File: src/rtl/blm_pkg.sv
package blm_pkg;

    typedef enum logic [2:0] {
        ST_IDLE,
        ST_T1,
        ST_T2,
        ST_T3,
        ST_TW,
        ST_T4
    } bus_state_e;

endpackage

File: src/rtl/blm_cycle_fsm.sv
module blm_cycle_fsm
    import blm_pkg::*;
(
    input  logic       clk,
    input  logic       rst_n,
    input  logic       start,
    input  logic       ready,
    input  logic       more,
    output bus_state_e state
);

    bus_state_e state_nx;

    always_ff @(posedge clk or negedge rst_n) begin
        if (!rst_n) state <= ST_IDLE;
        else        state <= state_nx;
    end

    always_comb begin
        state_nx = state;
        unique case (state)
            ST_IDLE: if (start) state_nx = ST_T1;
            ST_T1:   state_nx = ST_T2;
            ST_T2:   state_nx = ST_T3;
            ST_T3:   state_nx = ready ? ST_T4 : ST_TW;
            ST_TW:   state_nx = ready ? ST_T4 : ST_TW;
            ST_T4:   state_nx = more ? ST_T1 : ST_IDLE;
            default: state_nx = ST_IDLE;
        endcase
    end

endmodule

File: src/rtl/blm_lane_steer.sv
module blm_lane_steer #(
    parameter int DATA_W = 16
) (
    input  logic              addr_lsb,
    input  logic              whole_word,
    input  logic              half_hi,
    input  logic [DATA_W-1:0] wdata,
    output logic              bhe_n,
    output logic [DATA_W-1:0] wlanes
);

    localparam int LANE_W = DATA_W / 2;
    localparam int NLANES = DATA_W / LANE_W;

    logic [LANE_W-1:0] sel_byte;
    logic [DATA_W-1:0] dup_bytes;

    assign sel_byte = half_hi ? wdata[DATA_W-1:LANE_W] : wdata[LANE_W-1:0];

    for (genvar g = 0; g < NLANES; g++) begin : g_dup
        assign dup_bytes[g*LANE_W +: LANE_W] = sel_byte;
    end

    always_comb begin
        if (whole_word) begin
            bhe_n  = 1'b0;
            wlanes = wdata;
        end else begin
            bhe_n  = ~addr_lsb;
            wlanes = dup_bytes;
        end
    end

endmodule

File: src/rtl/blm_read_merge.sv
module blm_read_merge #(
    parameter int DATA_W = 16
) (
    input  logic              clk,
    input  logic              rst_n,
    input  logic              capture,
    input  logic              whole_word,
    input  logic              split,
    input  logic              half_hi,
    input  logic              odd_lane,
    input  logic [DATA_W-1:0] bus_in,
    output logic [DATA_W-1:0] result
);

    localparam int LANE_W = DATA_W / 2;

    logic [LANE_W-1:0] lane_byte;

    assign lane_byte = odd_lane ? bus_in[DATA_W-1:LANE_W] : bus_in[LANE_W-1:0];

    always_ff @(posedge clk or negedge rst_n) begin
        if (!rst_n) begin
            result <= '0;
        end else if (capture) begin
            if (whole_word)
                result <= bus_in;
            else if (split && !half_hi)
                result[LANE_W-1:0] <= lane_byte;
            else if (split)
                result[DATA_W-1:LANE_W] <= lane_byte;
            else
                result <= {{LANE_W{1'b0}}, lane_byte};
        end
    end

endmodule

File: src/rtl/byte_lane_bus_master.sv
module byte_lane_bus_master
    import blm_pkg::*;
#(
    parameter int ADDR_W = 20,
    parameter int DATA_W = 16
) (
    input  logic                   clk,
    input  logic                   rst_n,
    input  logic                   req_valid,
    input  logic [ADDR_W-1:0]      req_addr,
    input  logic                   req_word,
    input  logic                   req_write,
    input  logic [DATA_W-1:0]      req_wdata,
    output logic                   busy,
    output logic                   done,
    output logic [DATA_W-1:0]      rd_data,
    input  logic                   ready,
    input  logic [DATA_W-1:0]      bus_ad_in,
    output logic [DATA_W-1:0]      ad_out,
    output logic                   ad_oe,
    output logic [ADDR_W-DATA_W-1:0] addr_hi,
    output logic                   ale,
    output logic                   bhe_n,
    output logic                   mem_io,
    output logic                   dt_r,
    output logic                   rd_n,
    output logic                   wr_n,
    output logic                   den_n
);

    localparam int HI_W = ADDR_W - DATA_W;

    bus_state_e        state;
    logic [ADDR_W-1:0] addr_q;
    logic              word_q;
    logic              write_q;
    logic [DATA_W-1:0] wdata_q;
    logic              half_q;
    logic              split_q;
    logic              whole_q;
    logic              more;
    logic              start;
    logic              capture;
    logic [ADDR_W-1:0] cycle_addr;
    logic              lane_bhe_n;
    logic [DATA_W-1:0] wlanes;

    assign start      = (state == ST_IDLE) && req_valid;
    assign split_q    = word_q && addr_q[0];
    assign whole_q    = word_q && !addr_q[0];
    assign more       = split_q && !half_q;
    assign cycle_addr = half_q ? addr_q + ADDR_W'(1) : addr_q;
    assign capture    = ((state == ST_T3) || (state == ST_TW)) && ready && !write_q;
    assign busy       = (state != ST_IDLE);

    always_ff @(posedge clk or negedge rst_n) begin
        if (!rst_n) begin
            addr_q  <= '0;
            word_q  <= 1'b0;
            write_q <= 1'b0;
            wdata_q <= '0;
            half_q  <= 1'b0;
        end else if (start) begin
            addr_q  <= req_addr;
            word_q  <= req_word;
            write_q <= req_write;
            wdata_q <= req_wdata;
            half_q  <= 1'b0;
        end else if (state == ST_T4 && more) begin
            half_q  <= 1'b1;
        end
    end

    blm_cycle_fsm u_fsm (
        .clk   (clk),
        .rst_n (rst_n),
        .start (start),
        .ready (ready),
        .more  (more),
        .state (state)
    );

    blm_lane_steer #(.DATA_W(DATA_W)) u_steer (
        .addr_lsb   (cycle_addr[0]),
        .whole_word (whole_q),
        .half_hi    (half_q),
        .wdata      (wdata_q),
        .bhe_n      (lane_bhe_n),
        .wlanes     (wlanes)
    );

    blm_read_merge #(.DATA_W(DATA_W)) u_merge (
        .clk        (clk),
        .rst_n      (rst_n),
        .capture    (capture),
        .whole_word (whole_q),
        .split      (split_q),
        .half_hi    (half_q),
        .odd_lane   (cycle_addr[0]),
        .bus_in     (bus_ad_in),
        .result     (rd_data)
    );

    always_comb begin
        ale     = 1'b0;
        ad_out  = '0;
        ad_oe   = 1'b0;
        addr_hi = '0;
        bhe_n   = 1'b1;
        mem_io  = 1'b0;
        dt_r    = 1'b0;
        rd_n    = 1'b1;
        wr_n    = 1'b1;
        den_n   = 1'b1;
        done    = 1'b0;
        unique case (state)
            ST_IDLE: begin
            end
            ST_T1: begin
                ale     = 1'b1;
                ad_oe   = 1'b1;
                ad_out  = cycle_addr[DATA_W-1:0];
                addr_hi = cycle_addr[ADDR_W-1:ADDR_W-HI_W];
                bhe_n   = lane_bhe_n;
                mem_io  = write_q;
                dt_r    = write_q;
            end
            ST_T2, ST_T3, ST_TW: begin
                addr_hi = cycle_addr[ADDR_W-1:ADDR_W-HI_W];
                bhe_n   = lane_bhe_n;
                mem_io  = 1'b1;
                dt_r    = write_q;
                den_n   = 1'b0;
                if (write_q) begin
                    wr_n   = 1'b0;
                    ad_oe  = 1'b1;
                    ad_out = wlanes;
                end else begin
                    rd_n   = 1'b0;
                end
            end
            ST_T4: begin
                addr_hi = cycle_addr[ADDR_W-1:ADDR_W-HI_W];
                bhe_n   = lane_bhe_n;
                mem_io  = 1'b1;
                dt_r    = write_q;
                done    = !more;
                if (write_q) begin
                    ad_oe  = 1'b1;
                    ad_out = wlanes;
                end
            end
            default: begin
            end
        endcase
    end

endmodule

File: config.mk
export PLATFORM = sky130hd
export DESIGN_NAME = byte_lane_bus_master
export DESIGN_NICKNAME = d
export VERILOG_FILES = /design/src/rtl/blm_pkg.sv /design/src/rtl/blm_cycle_fsm.sv /design/src/rtl/blm_lane_steer.sv /design/src/rtl/blm_read_merge.sv /design/src/rtl/byte_lane_bus_master.sv
export SDC_FILE = /design/constraint.sdc
export NUM_CORES = 1
export LEC_CHECK = 0
export BUFFER_PORTS_ARGS = -buffer_cell sky130_fd_sc_hd__buf_2
export CORE_MARGIN = 8
export CORE_UTILIZATION = 35
export CTS_BUF_LIST = sky130_fd_sc_hd__clkbuf_8
export DETAILED_ROUTE_END_ITERATION = 6
export PLACE_DENSITY_LB_ADDON = 0.3
export SLEW_MARGIN = 10
export SYNTH_ARGS = -nofsm -noshare
export SYNTH_HDL_FRONTEND = slang
export SYNTH_SLANG_ARGS = --single-unit
File: constraint.sdc
create_clock -name clk -period 2.7 [get_ports clk]
set_input_delay 0.675 -clock clk [delete_from_list [all_inputs] [get_ports clk]]
set_output_delay 0.675 -clock clk [all_outputs]
set_load 0.005 [all_outputs]
Word-level counts from Yosys, hierarchy flattened

Index checks and enable logic that the tools add are counted.

Register bits after elaboration: 58
Output and inout bits: 46

Reductions and logical operators: 21
Bitwise gates (word level): 1
Mux-type cells: 30
Equal/unequal tests: 8
$add $sub $neg: 1

Operator list:

| operator                                       | count |
|---|---|
| 2-to-1 mux 16 bit                              | 3 |
| 2-to-1 mux 8 bit                               | 6 |
| case mux 16 bit (2 select lines)               | 1 |
| adder 20 x 1 -> 20 bit (second input constant) | 1 |
| 2-to-1 mux 20 bit                              | 1 |
| case mux 3 bit (5 select lines)                | 1 |
| 2-to-1 mux 1 bit                               | 14 |
| logical AND 1 bit                              | 7 |
| == test 3 x 2 -> 1 bit (second input constant) | 2 |
| == test 3 bit (second input constant)          | 2 |
| OR reduction 5 bit                             | 1 |
| zero test 1 bit                                | 4 |
| 2-to-1 mux 4 bit                               | 1 |
| case mux 1 bit (2 select lines)                | 2 |
| AND reduction 2 bit                            | 2 |
| OR reduction 4 bit                             | 1 |
| == test 3 x 1 -> 1 bit (second input constant) | 1 |
| zero test 3 bit                                | 1 |
| 2-to-1 mux 3 bit                               | 1 |
| != test 3 x 2 -> 1 bit (second input constant) | 1 |
| nonzero test 3 bit                             | 1 |
| OR reduction 3 bit                             | 1 |
| != test 2 x 1 -> 1 bit (second input constant) | 1 |
| != test 2 bit (second input constant)          | 1 |
| other kinds (4)                                | 4 |

Logic depth before layout (Yosys ltp)

Gate-level depths: netlist of run 1.

Depth after elaboration: 6
Depth in mapped cells: 7
Depth with buffers taken out: 5

Modules after synthesis

A second synthesis of run 1 with hierarchy kept.

Cells, all modules: 326
Area total of the unflattened synthesis: 3,543.4 um^2

By module, submodules not included:

| module               | sequential area each (um^2) | area each (um^2) | instances | cells an instance |
|---|---|---|---|---|
| byte_lane_bus_master | 975.9                       | 2,189.6          | 1         | 215 |
| blm_read_merge       | 400.4                       | 964.7            | 1         | 76 |
| blm_lane_steer       | 0.0                         | 245.2            | 1         | 20 |
| blm_cycle_fsm        | 75.1                        | 143.9            | 1         | 15 |

Worst setup path before layout of run 1

No wires, ideal clock.

Path kind: reg2out
Start: reg half_q
End: out addr_hi[3]
Cell stages (with the launch flop): 7
Path buffers: 2
Arrival time: 1,785 ps
Slack: 240 ps
Path through: dfrtp_1 buf_2 nand4_2 or4_1 buf_2 or4_1 nand2_1

Word-level cells in the longest chain between the ends: 2

RTL lines:

| what                     | line                        | text |
|---|---|---|
| start: declaration       | byte_lane_bus_master.sv:38  | `logic half_q;` |
| start signal: assignment | byte_lane_bus_master.sv:62  | `half_q <= 1'b0;` |
| start signal: assignment | byte_lane_bus_master.sv:68  | `half_q <= 1'b0;` |
| start signal: assignment | byte_lane_bus_master.sv:70  | `half_q <= 1'b1;` |
| 2-to-1 mux 20 bit        | byte_lane_bus_master.sv:52  | `assign cycle_addr = half_q ? addr_q + ADDR_W'(1) : addr_q;` |
| 2-to-1 mux 4 bit         | byte_lane_bus_master.sv:116 | `unique case (state)` |
| end: declaration         | byte_lane_bus_master.sv:21  | `output logic [ADDR_W-DATA_W-1:0] addr_hi,` |

No other way between the ends.

Final worst setup path of run 1

Start: reg addr_q[1]
End: out addr_hi[2]

Word-level cells in the longest chain between the ends: 3

RTL lines:

| what                     | line                        | text |
|---|---|---|
| start: declaration       | byte_lane_bus_master.sv:34  | `logic [ADDR_W-1:0] addr_q;` |
| start signal: assignment | byte_lane_bus_master.sv:64  | `addr_q <= req_addr;` |
| adder 20 x 1 -> 20 bit   | byte_lane_bus_master.sv:52  |  |
| 2-to-1 mux 20 bit        | byte_lane_bus_master.sv:52  |  |
| 2-to-1 mux 4 bit         | byte_lane_bus_master.sv:116 |  |

No other way between the ends.

==> impl_metrics.toml, run 1 <==
[final_layout]
drive_gt1_share_pct = 43.1
nNetsFinal = 504
final_common_cell = "buf_2"
fillCellCount = 876
fin_area_mm2 = 0.00434
area_growth_pct = 33.2
layout_common_cells = "buf_2, dfrtp_1, nand2_1"
n_antenna_cell = 0

[job]
cap_violations = 0

[synth]
async_reset_ff_share_pct = 100
syn_area_mm2 = 0.00326
ys_warn_count = 0
ys_ff_latch = 58
yosysSeqAreaShare_pct = 44.5
ys.flop_type = "dfrtp_1"
syn_area_per_cell_um2 = 10.2
synth-edff-count = 0
syn_nets = 379
ys_types = 41
synth_cells = 320

[timing]
fin_skew_ns = 0.0106
max_freq_mhz = 348
post-route-period-util_pct = 107
relSlewSlack_pct = 28.8
hold_ws_ns = 0.337
tns_ns = -1.69
finalSetupViolCount = 17
final.min_clock_period_ns = 2.88
tightest_slew_ns = 1.06
rsz0062_at_grt = "yes"
hold_violations = 0
fin_ws_ns = -0.176
drv_slew = 0

[placed_design]
routabilityCongestion = 0.864
pre_cts_slack_ns = 0.0978
port_buffers = 103
place_area_mm2 = 0.00398
hpwl_um = 7290

[detailed_routing]
drt_iter0_markers = 135
antenna_left = 0
first_pass_iters = 4
avgRoutedWirePerCell_um = 17.2
vias_per_cell = 5.27
routed_wl_um = 9660
num_vias = 2956
route.detailed.drc = 0

[die]
core_area_mm2 = 0.00915
fp.dieArea_mm2 = 0.0127
dieWidth_um = 113
initial_core_util_pct = 35.6
ioPinCount = 104
fp.dieH_um = 113
rows = 35

[global_route]
grt_pass1_vias = 3107
grt_use_total_pct = 15.5
grt_overflow = 0
met1_usage_pct = 17.7
grt_util_met3_pct = 6.60
grt_max_degree = 35
grtUsageMet2_pct = 25.9
grt_antenna_before_repair = 0
grt_pass1_wl_um = 15500
grt-busiest-layer = "met2"

[setup_path]
cp_slowest_cell = "or4_4"
crit_path_end_kind = "output port"
startpoint_type = "register"
r2r_cells = 4
crit_required_ns = 2.03
arrival_ns = 2.20
path_cells = "ha_2 > nand3_4 > or4_4 > or3_1 > a21oi_1 > buf_2"
crit_type = "register to output port"
worst_r2r_endpoint = "addr_q[19]"
r2r_slack_ns = 0.64
critPathMaxFanout = 4
timing.rr.start = "u_fsm.state[1]"
max_stage_delay_ns = 0.58

[outcome]
status = "finished, violations left"
violations = "negative setup slack"

[cts]
cts_sinks = 58
insertion_delay_ns = 0.34
cts_root_buf = "clkbuf_8"
max-clock-path-buffers = 2
clkTransAtPathRegs_ns = 0.07
cts_tree = "built"
htreeDepth = 3
cts_buffers = 9

[hold_path]
hold_path_class = "input pin to async pin"

[power]
power_density_mw_per_mm2 = 1120
peakVddDrop_uv = 558
leakage_nw = 2.07
## worst max path at each step
stage,startpoint,end,slack [ns],cells past startpoint
after floorplan,half_q,addr_hi[3],0.24,6
after global placement,addr_q[4],ad_out[15],0.15,5
final,addr_q[1],addr_hi[2],-0.18,6
after CTS,addr_q[1],addr_hi[2],-0.20,6
after detailed placement,addr_q[1],addr_hi[2],0.1,6
after global routing,addr_q[1],ad_out[14],-0.26,6
## synth_stat cells, types with 2 or more instances
cell,count,area (um^2)
nand4_1,4,25.0
nand3_1,10,50.1
a21oi_1,7,35.0
dfrtp_1,58,1450
o22ai_1,13,81.3
nor3b_1,2,15.0
or4_1,6,45.0
o21ai_1,8,40.0
clkbuf_1,11,41.3
mux2i_1,25,250
and2_1,2,12.5
xnor2_1,9,78.8
inv_1,5,18.8
nor2b_1,5,31.3
mux2_1,15,169
nand2_1,40,150
nor3_1,5,25.0
mux2_2,29,327
and3_1,2,12.5
xor2_1,4,35.0
buf_2,6,30.0
o211ai_1,6,45.0
or3_1,5,31.3
o21ai_0,16,80.1
a21o_1,2,15.0
nor2_1,10,37.5
## stage by stage
step	instances	util [%]	total power [mW]
after floorplan	320	-	3.02
after global placement	532	43.5	3.93
after detailed placement	532	43.5	3.98
after CTS	561	47.2	4.90
after global routing	561	47.4	5.23
final	561	47.4	4.86
## power by group
| part | internal (mW) | total [mW] | switching [mW] | leakage (nW) |
|---|---|---|---|---|
| registers | 1.30 | 1.71 | 0.411 | 0.708 |
| clock network | 0.357 | 0.736 | 0.379 | 0.0847 |
| logic | 1.22 | 2.41 | 1.19 | 1.28 |
| total | 2.88 | 4.86 | 1.98 | 2.07 |
## worst max-delay path: cells and delay by family (launching register included)
kind | cells | cell delay, ns
buffers and inverters | 1 | 0.13
AND/OR/NAND/NOR | 3 | 0.99
adder cells (fa/ha/maj) | 1 | 0.23
AO/OA/AOI/OAI | 1 | 0.13
flip-flops | 1 | 0.39
## per-layer routing
| layer | vias up | part of all wire [%] | routed length, um |
|---|---|---|---|
| met1 | 1407 | 43 | 4110 |
| met4 | 0 | 1.6 | 154 |
| met2 | 122 | 47 | 4570 |
| met3 | 19 | 8.5 | 820 |
| met5 | - | 0 | 0 |
| li1 | 1408 | - | - |
## cell families after synthesis
kind of cell	after synthesis	synth area share (%)
mux	69	22.9
flops	58	44.5
compound gates	56	10.1
buf+inv	23	2.88
fa+ha+maj	1	0.384
xor+xnor	13	3.49
simple gates	100	15.8
## state kept, by name, indices dropped and copies added (netlist names)
signal          flops
u_fsm.state         3
word_q              1
wdata_q            16
addr_q             20
write_q             1
u_merge.result     16
half_q              1
## area by class of cell
class | instances | area [um^2] | share of cell area (%)
Inverter | 6 | 22.5 | 0.519
Clock buffer | 10 | 138 | 3.17
Tap cell | 111 | 139 | 3.20
Sequential cell | 58 | 1450 | 33.5
Timing Repair Buffer | 131 | 773 | 17.8
Multi-Input combinational cell | 239 | 1780 | 40.9
Clock inverter | 6 | 41.3 | 0.951
## repair_timing
| action | CTS | global route |
|---|---|---|
| pin swaps | 21 | 1 |
| setup buffers | 13 | 0 |
| setup endpoints to repair | 14 | 21 |
| resized for setup | 16 | 4 |
| hold buffers | 0 | 0 |
(Power assumes the default switching activity.)
==> run 2: changes to the inputs <==
--- a/config.mk
+++ b/config.mk
@@ -7,7 +7,7 @@
 export LEC_CHECK = 0
 export BUFFER_PORTS_ARGS = -buffer_cell sky130_fd_sc_hd__buf_2
 export CORE_MARGIN = 8
-export CORE_UTILIZATION = 35
+export CORE_UTILIZATION = 33
 export CTS_BUF_LIST = sky130_fd_sc_hd__clkbuf_8
 export DETAILED_ROUTE_END_ITERATION = 6
 export PLACE_DENSITY_LB_ADDON = 0.3
==> run 2 against run 1 <==
The run still ends with negative setup slack left. Global-route usage down 0.64 points. Fmax up 1.4%. Register-to-register slack got worse by 0.10 ns. Largest cell class unchanged. Via count decreased by 0.98%. Cell count grew 3.6%. Sequential power barely moved. Die area increased by 5.2%. Critical path depth unchanged. Cell area is 0.26% higher. Setup slack improved by 0.040 ns. Clock skew decreased by 0.0013 ns.
==> impl_metrics.toml, run 2 (synthesized netlist as in run 1, its figures left out) <==
[outcome]
status = "finished, violations left"
violations = "negative setup slack"

[global_route]
grt_pass1_vias = 2985
grt_use_total_pct = 14.9
grt_overflow = 0
grt_max_degree = 29
grt_pass1_wl_um = 15300
grt_antenna_before_repair = 0

[die]
fp.dieArea_mm2 = 0.0133
initial_core_util_pct = 33.7
core_area_mm2 = 0.00968
ioPinCount = 104
rows = 36
fp.dieH_um = 115
dieWidth_um = 115

[timing]
fin_ws_ns = -0.136
rsz0062_at_grt = "yes"
finalSetupViolCount = 8
post-route-period-util_pct = 105
drv_slew = 0
tightest_slew_ns = 1.05
max_freq_mhz = 353
relSlewSlack_pct = 29.7
hold_violations = 0
final.min_clock_period_ns = 2.84
fin_skew_ns = 0.00923

[job]
cap_violations = 0

[cts]
cts_root_buf = "clkbuf_8"
cts_buffers = 9
cts_hold_buf = 0
cts_tree = "built"
max-clock-path-buffers = 2
insertion_delay_ns = 0.35
htreeDepth = 3
clkTransAtPathRegs_ns = 0.07
cts_sinks = 58

[setup_path]
arrival_ns = 2.16
crit_path_end_kind = "output port"
crit_required_ns = 2.03
critPathMaxFanout = 4
startpoint_type = "register"
crit_type = "register to output port"

[placed_design]
place_area_mm2 = 0.00404
pre_cts_slack_ns = 0.0878
port_buffers = 103
routabilityCongestion = 0.911
hpwl_um = 7490

[final_layout]
n_antenna_cell = 0
layout_common_cells = "buf_2, dfrtp_1, nand2_1"
nNetsFinal = 502
final_common_cell = "buf_2"
largest_reg_flops = 20
top_register = "addr_q"
fin_area_mm2 = 0.00435
area_growth_pct = 33.5
largest_registers = "addr_q (20), u_merge.result (16), wdata_q (16)"
drive_gt1_share_pct = 42.2

[power]
power_density_mw_per_mm2 = 1150
leakage_nw = 2.08
peakVddDrop_uv = 530

[detailed_routing]
num_vias = 2927
routed_wl_um = 9750
vias_per_cell = 5.04
first_pass_iters = 4
drt_iter0_markers = 148
route.detailed.drc = 0
antenna_left = 0
avgRoutedWirePerCell_um = 16.8

[hold_path]
hold_path_class = "input pin to async pin"
run 2: layout make-up:
type | count | area (um^2)
Clock buffer | 10 | 138
Clock inverter | 6 | 81.3
Fill cell | 962 | 5330
Inverter | 6 | 22.5
Multi-Input combinational cell | 239 | 1750
Sequential cell | 58 | 1450
Tap cell | 133 | 166
Timing Repair Buffer | 129 | 739
run 2: power breakdown:
group / internal [mW] / leakage [nW] / switching, mW / total [mW]
combinational: 1.20 / 1.26 / 1.17 / 2.37
clock: 0.538 / 0.113 / 0.373 / 0.911
sequential: 1.30 / 0.708 / 0.408 / 1.71
run 2: metal layers:
| metal | global-route usage, % | part of all wire [%] | routed length [um] |
|---|---|---|---|
| met1 | 17.8 | 42 | 4140 |
| met4 | 5.87 | 1.9 | 189 |
| met3 | 5.72 | 9.5 | 930 |
| met5 | 0 | 0 | 0 |
| met2 | 23.4 | 46 | 4490 |
run 2: repair_timing:
item,4_1_cts,5_1_grt
endpoints found under the setup margin,16,17
gates cloned,0,0
resized for setup,8,4
buffers inserted,6,1
pin swaps,11,6
run 2: worst paths after layout:
check	slack (ns)	depth (start not counted)	to	start
setup / recovery	-0.14	6	ad_out[14]	addr_q[6]
hold / removal	0.25	1	u_merge.result[0]	rst_n
setup reg to reg	0.54	4	u_merge.result[9]	u_fsm.state[2]
hold reg to reg	0.48	2	u_merge.result[2]	u_merge.result[2]
max in group asynchronous	1.87	2	u_fsm.state[1]	rst_n
min in group clk	0.48	2	u_merge.result[2]	u_merge.result[2]
run 2: through the flow:
| stage | power [mW] | std cells | hold slack (ns) | util, % | TNS [ns] |
|---|---|---|---|---|---|
| floorplan | 3.02 | 320 | 0.379 | - | 0 |
| global placement | 3.97 | 558 | 0.462 | 41.7 | 0 |
| detailed placement | 4.02 | 558 | 0.467 | 41.7 | 0 |
| CTS | 5.02 | 580 | 0.248 | 44.7 | -0.931 |
| global route | 5.38 | 581 | 0.260 | 44.9 | -1.49 |
| finish | 4.99 | 581 | 0.246 | 44.9 | -0.678 |
run 2: critical path, stage by stage, from the launching register on:
cell and delay [ns]:
dfrtp_1 0.35, nand4_1 0.19, buf_4 0.20, or4_4 0.51, or3_1 0.32, o211ai_1 0.10, buf_2 0.15
==> run 3: changes to the inputs <==
--- a/config.mk
+++ b/config.mk
@@ -8,10 +8,11 @@
 export BUFFER_PORTS_ARGS = -buffer_cell sky130_fd_sc_hd__buf_2
 export CORE_MARGIN = 8
 export CORE_UTILIZATION = 33
-export CTS_BUF_LIST = sky130_fd_sc_hd__clkbuf_8
+export CTS_BUF_LIST = sky130_fd_sc_hd__clkbuf_4
 export DETAILED_ROUTE_END_ITERATION = 6
-export PLACE_DENSITY_LB_ADDON = 0.3
+export PLACE_DENSITY = 0.55
 export SLEW_MARGIN = 10
 export SYNTH_ARGS = -nofsm -noshare
 export SYNTH_HDL_FRONTEND = slang
 export SYNTH_SLANG_ARGS = --single-unit
+export TNS_END_PERCENT = 30
==> run 3 against run 2 <==
Cell area up 0.52%. Via count up 0.44%. Combinational power is 4% higher. The run still ends with negative setup slack left. Clock skew is 0.0046 ns higher. Die area is the same. Register-to-register slack improved by 0.14 ns. Cell count increased by 1.0%. Critical endpoint is now ad_out[13].
==> impl_metrics.toml, run 3 (synthesized netlist as in run 1, its figures left out) <==
[power]
peakVddDrop_uv = 422
leakage_nw = 2.08
power_density_mw_per_mm2 = 1070
seqPwrFrac_pct = 36.7
p_sw_mw = 1.93
pwr-share-clk_pct = 10.7
internal-power_mw = 2.75
combinationalPowerShare_pct = 52.6
switching_share_pct = 41.2

[setup_path]
startpoint_type = "register"
cp_slowest_cell = "or4_4"
crit_required_ns = 2.03
crit_path_end_kind = "output port"
path_cells = "nand4_2 > buf_6 > or4_4 > or3_1 > o211ai_1 > buf_2"
r2r_slack_ns = 0.68
arrival_ns = 2.22
crit_type = "register to output port"
critPathMaxFanout = 3
max_stage_delay_ns = 0.51

[final_layout]
area_growth_pct = 34.2
drive_gt1_share_pct = 45.8
top_register = "addr_q"
nNetsFinal = 509
largest_reg_flops = 20
final_common_cell = "buf_2"
layout_common_cells = "buf_2, dfrtp_1, nand2_1"
n_antenna_cell = 0
layout.cells.non_filler = 587
post-route-util_pct = 45.2
largest_registers = "addr_q (20), u_merge.result (16), wdata_q (16)"

[timing]
finalSetupViolCount = 7
max_freq_mhz = 346
relSlewSlack_pct = 32.8
tightest_slew_ns = 1.00
post-route-period-util_pct = 107
hold_violations = 0
fin_ws_ns = -0.193
final.min_clock_period_ns = 2.89
fin_skew_ns = 0.0139
drv_slew = 0
rsz0062_at_grt = "yes"

[cts]
htreeDepth = 3
cts_sinks = 58
clkTransAtPathRegs_ns = 0.09
cts_buffers = 9
insertion_delay_ns = 0.40
max-clock-path-buffers = 2
cts_tree = "built"
cts_root_buf = "clkbuf_4"

[placed_design]
routabilityCongestion = 0.857
hpwl_um = 7490
pre_cts_slack_ns = 0.0572
port_buffers = 103
dp.cells = 556

[detailed_routing]
route.detailed.drc = 0
antenna_left = 0
num_vias = 2940
vias_per_cell = 5.01
routed_wl_um = 9800
drt_iter0_markers = 125
first_pass_iters = 6
avgRoutedWirePerCell_um = 16.7

[global_route]
grt_use_total_pct = 15.0
grt_pass1_vias = 3021
grt_antenna_before_repair = 0
grt_pass1_wl_um = 15500
grt_max_degree = 41
grt_overflow = 0

[job]
cap_violations = 0

[die]
fp.dieH_um = 115
core_area_mm2 = 0.00968
ioPinCount = 104
rows = 36
dieWidth_um = 115
fp.dieArea_mm2 = 0.0133
initial_core_util_pct = 33.7

[outcome]
violations = "negative setup slack"
status = "finished, violations left"

[hold_path]
hold_path_class = "input pin to async pin"
[run 3: path summary, 6_finish.rpt]
path	startpoint	end	cells past startpoint
min in group clk	u_merge.result[9]	u_merge.result[9]	2
setup / recovery	addr_q[0]	ad_out[13]	6
hold reg to reg	u_merge.result[9]	u_merge.result[9]	2
setup reg to reg	u_fsm.state[2]	u_merge.result[8]	3
max in group asynchronous	rst_n	addr_q[4]	2
hold / removal	rst_n	u_merge.result[4]	1
[run 3: metal layers]
layer / GRT usage (%) / vias up / wire length (um)
li1: - / 1420 / -
met1: 17.8 / 1408 / 4090
met2: 24.8 / 107 / 4680
met3: 5.51 / 5 / 960
met4: 4.20 / 0 / 67
met5: 0 / - / 0
[run 3: metrics by stage]
step	instance area (um^2)	power (mW)	hold slack [ns]	TNS, ns
after floorplan	3260	3.02	0.379	0
after detailed placement	4030	4.01	0.466	0
final	4380	4.68	0.229	-0.958
after global routing	4380	5.08	0.232	-2.20
after global placement	4030	3.96	0.463	0
after CTS	4250	4.62	0.227	-1.19
[run 3: what timing repair did]
item	CTS	global route
hold buffers	0	0
gates cloned	0	0
setup buffers	10	6
pin swaps	17	9
gates resized for setup	14	19
setup endpoints to repair	15	21
[run 3: area by class of cell]
type                       instances  area (um^2)
sequential                        58         1460
multi-input combinational        239         1820
fill                             974         5310
tap                              133          166
clock inverter                     5         22.5
clock buffer                      10         75.1
timing repair buffer             136          813
inverter                           6         22.5
[run 3: power by group through the flow]
stage          Combinational (mW)  Sequential [mW]  Clock (mW)
2_1_floorplan                1.40             1.62           0
3_3_place_gp                 2.25             1.71           0
3_5_place_dp                 2.28             1.73           0
4_1_cts                      2.40             1.70       0.523
5_1_grt                      2.73             1.79       0.565
6_report                     2.46             1.72       0.498
[run 3: worst max-delay path, delay by kind of cell (launching register included)]
| kind | cells | cell delay, ns |
|---|---|---|
| AOI/OAI and AO/OA | 1 | 0.12 |
| buffers and inverters | 2 | 0.31 |
| and+or+nand+nor | 3 | 0.98 |
| DFF | 1 | 0.42 |
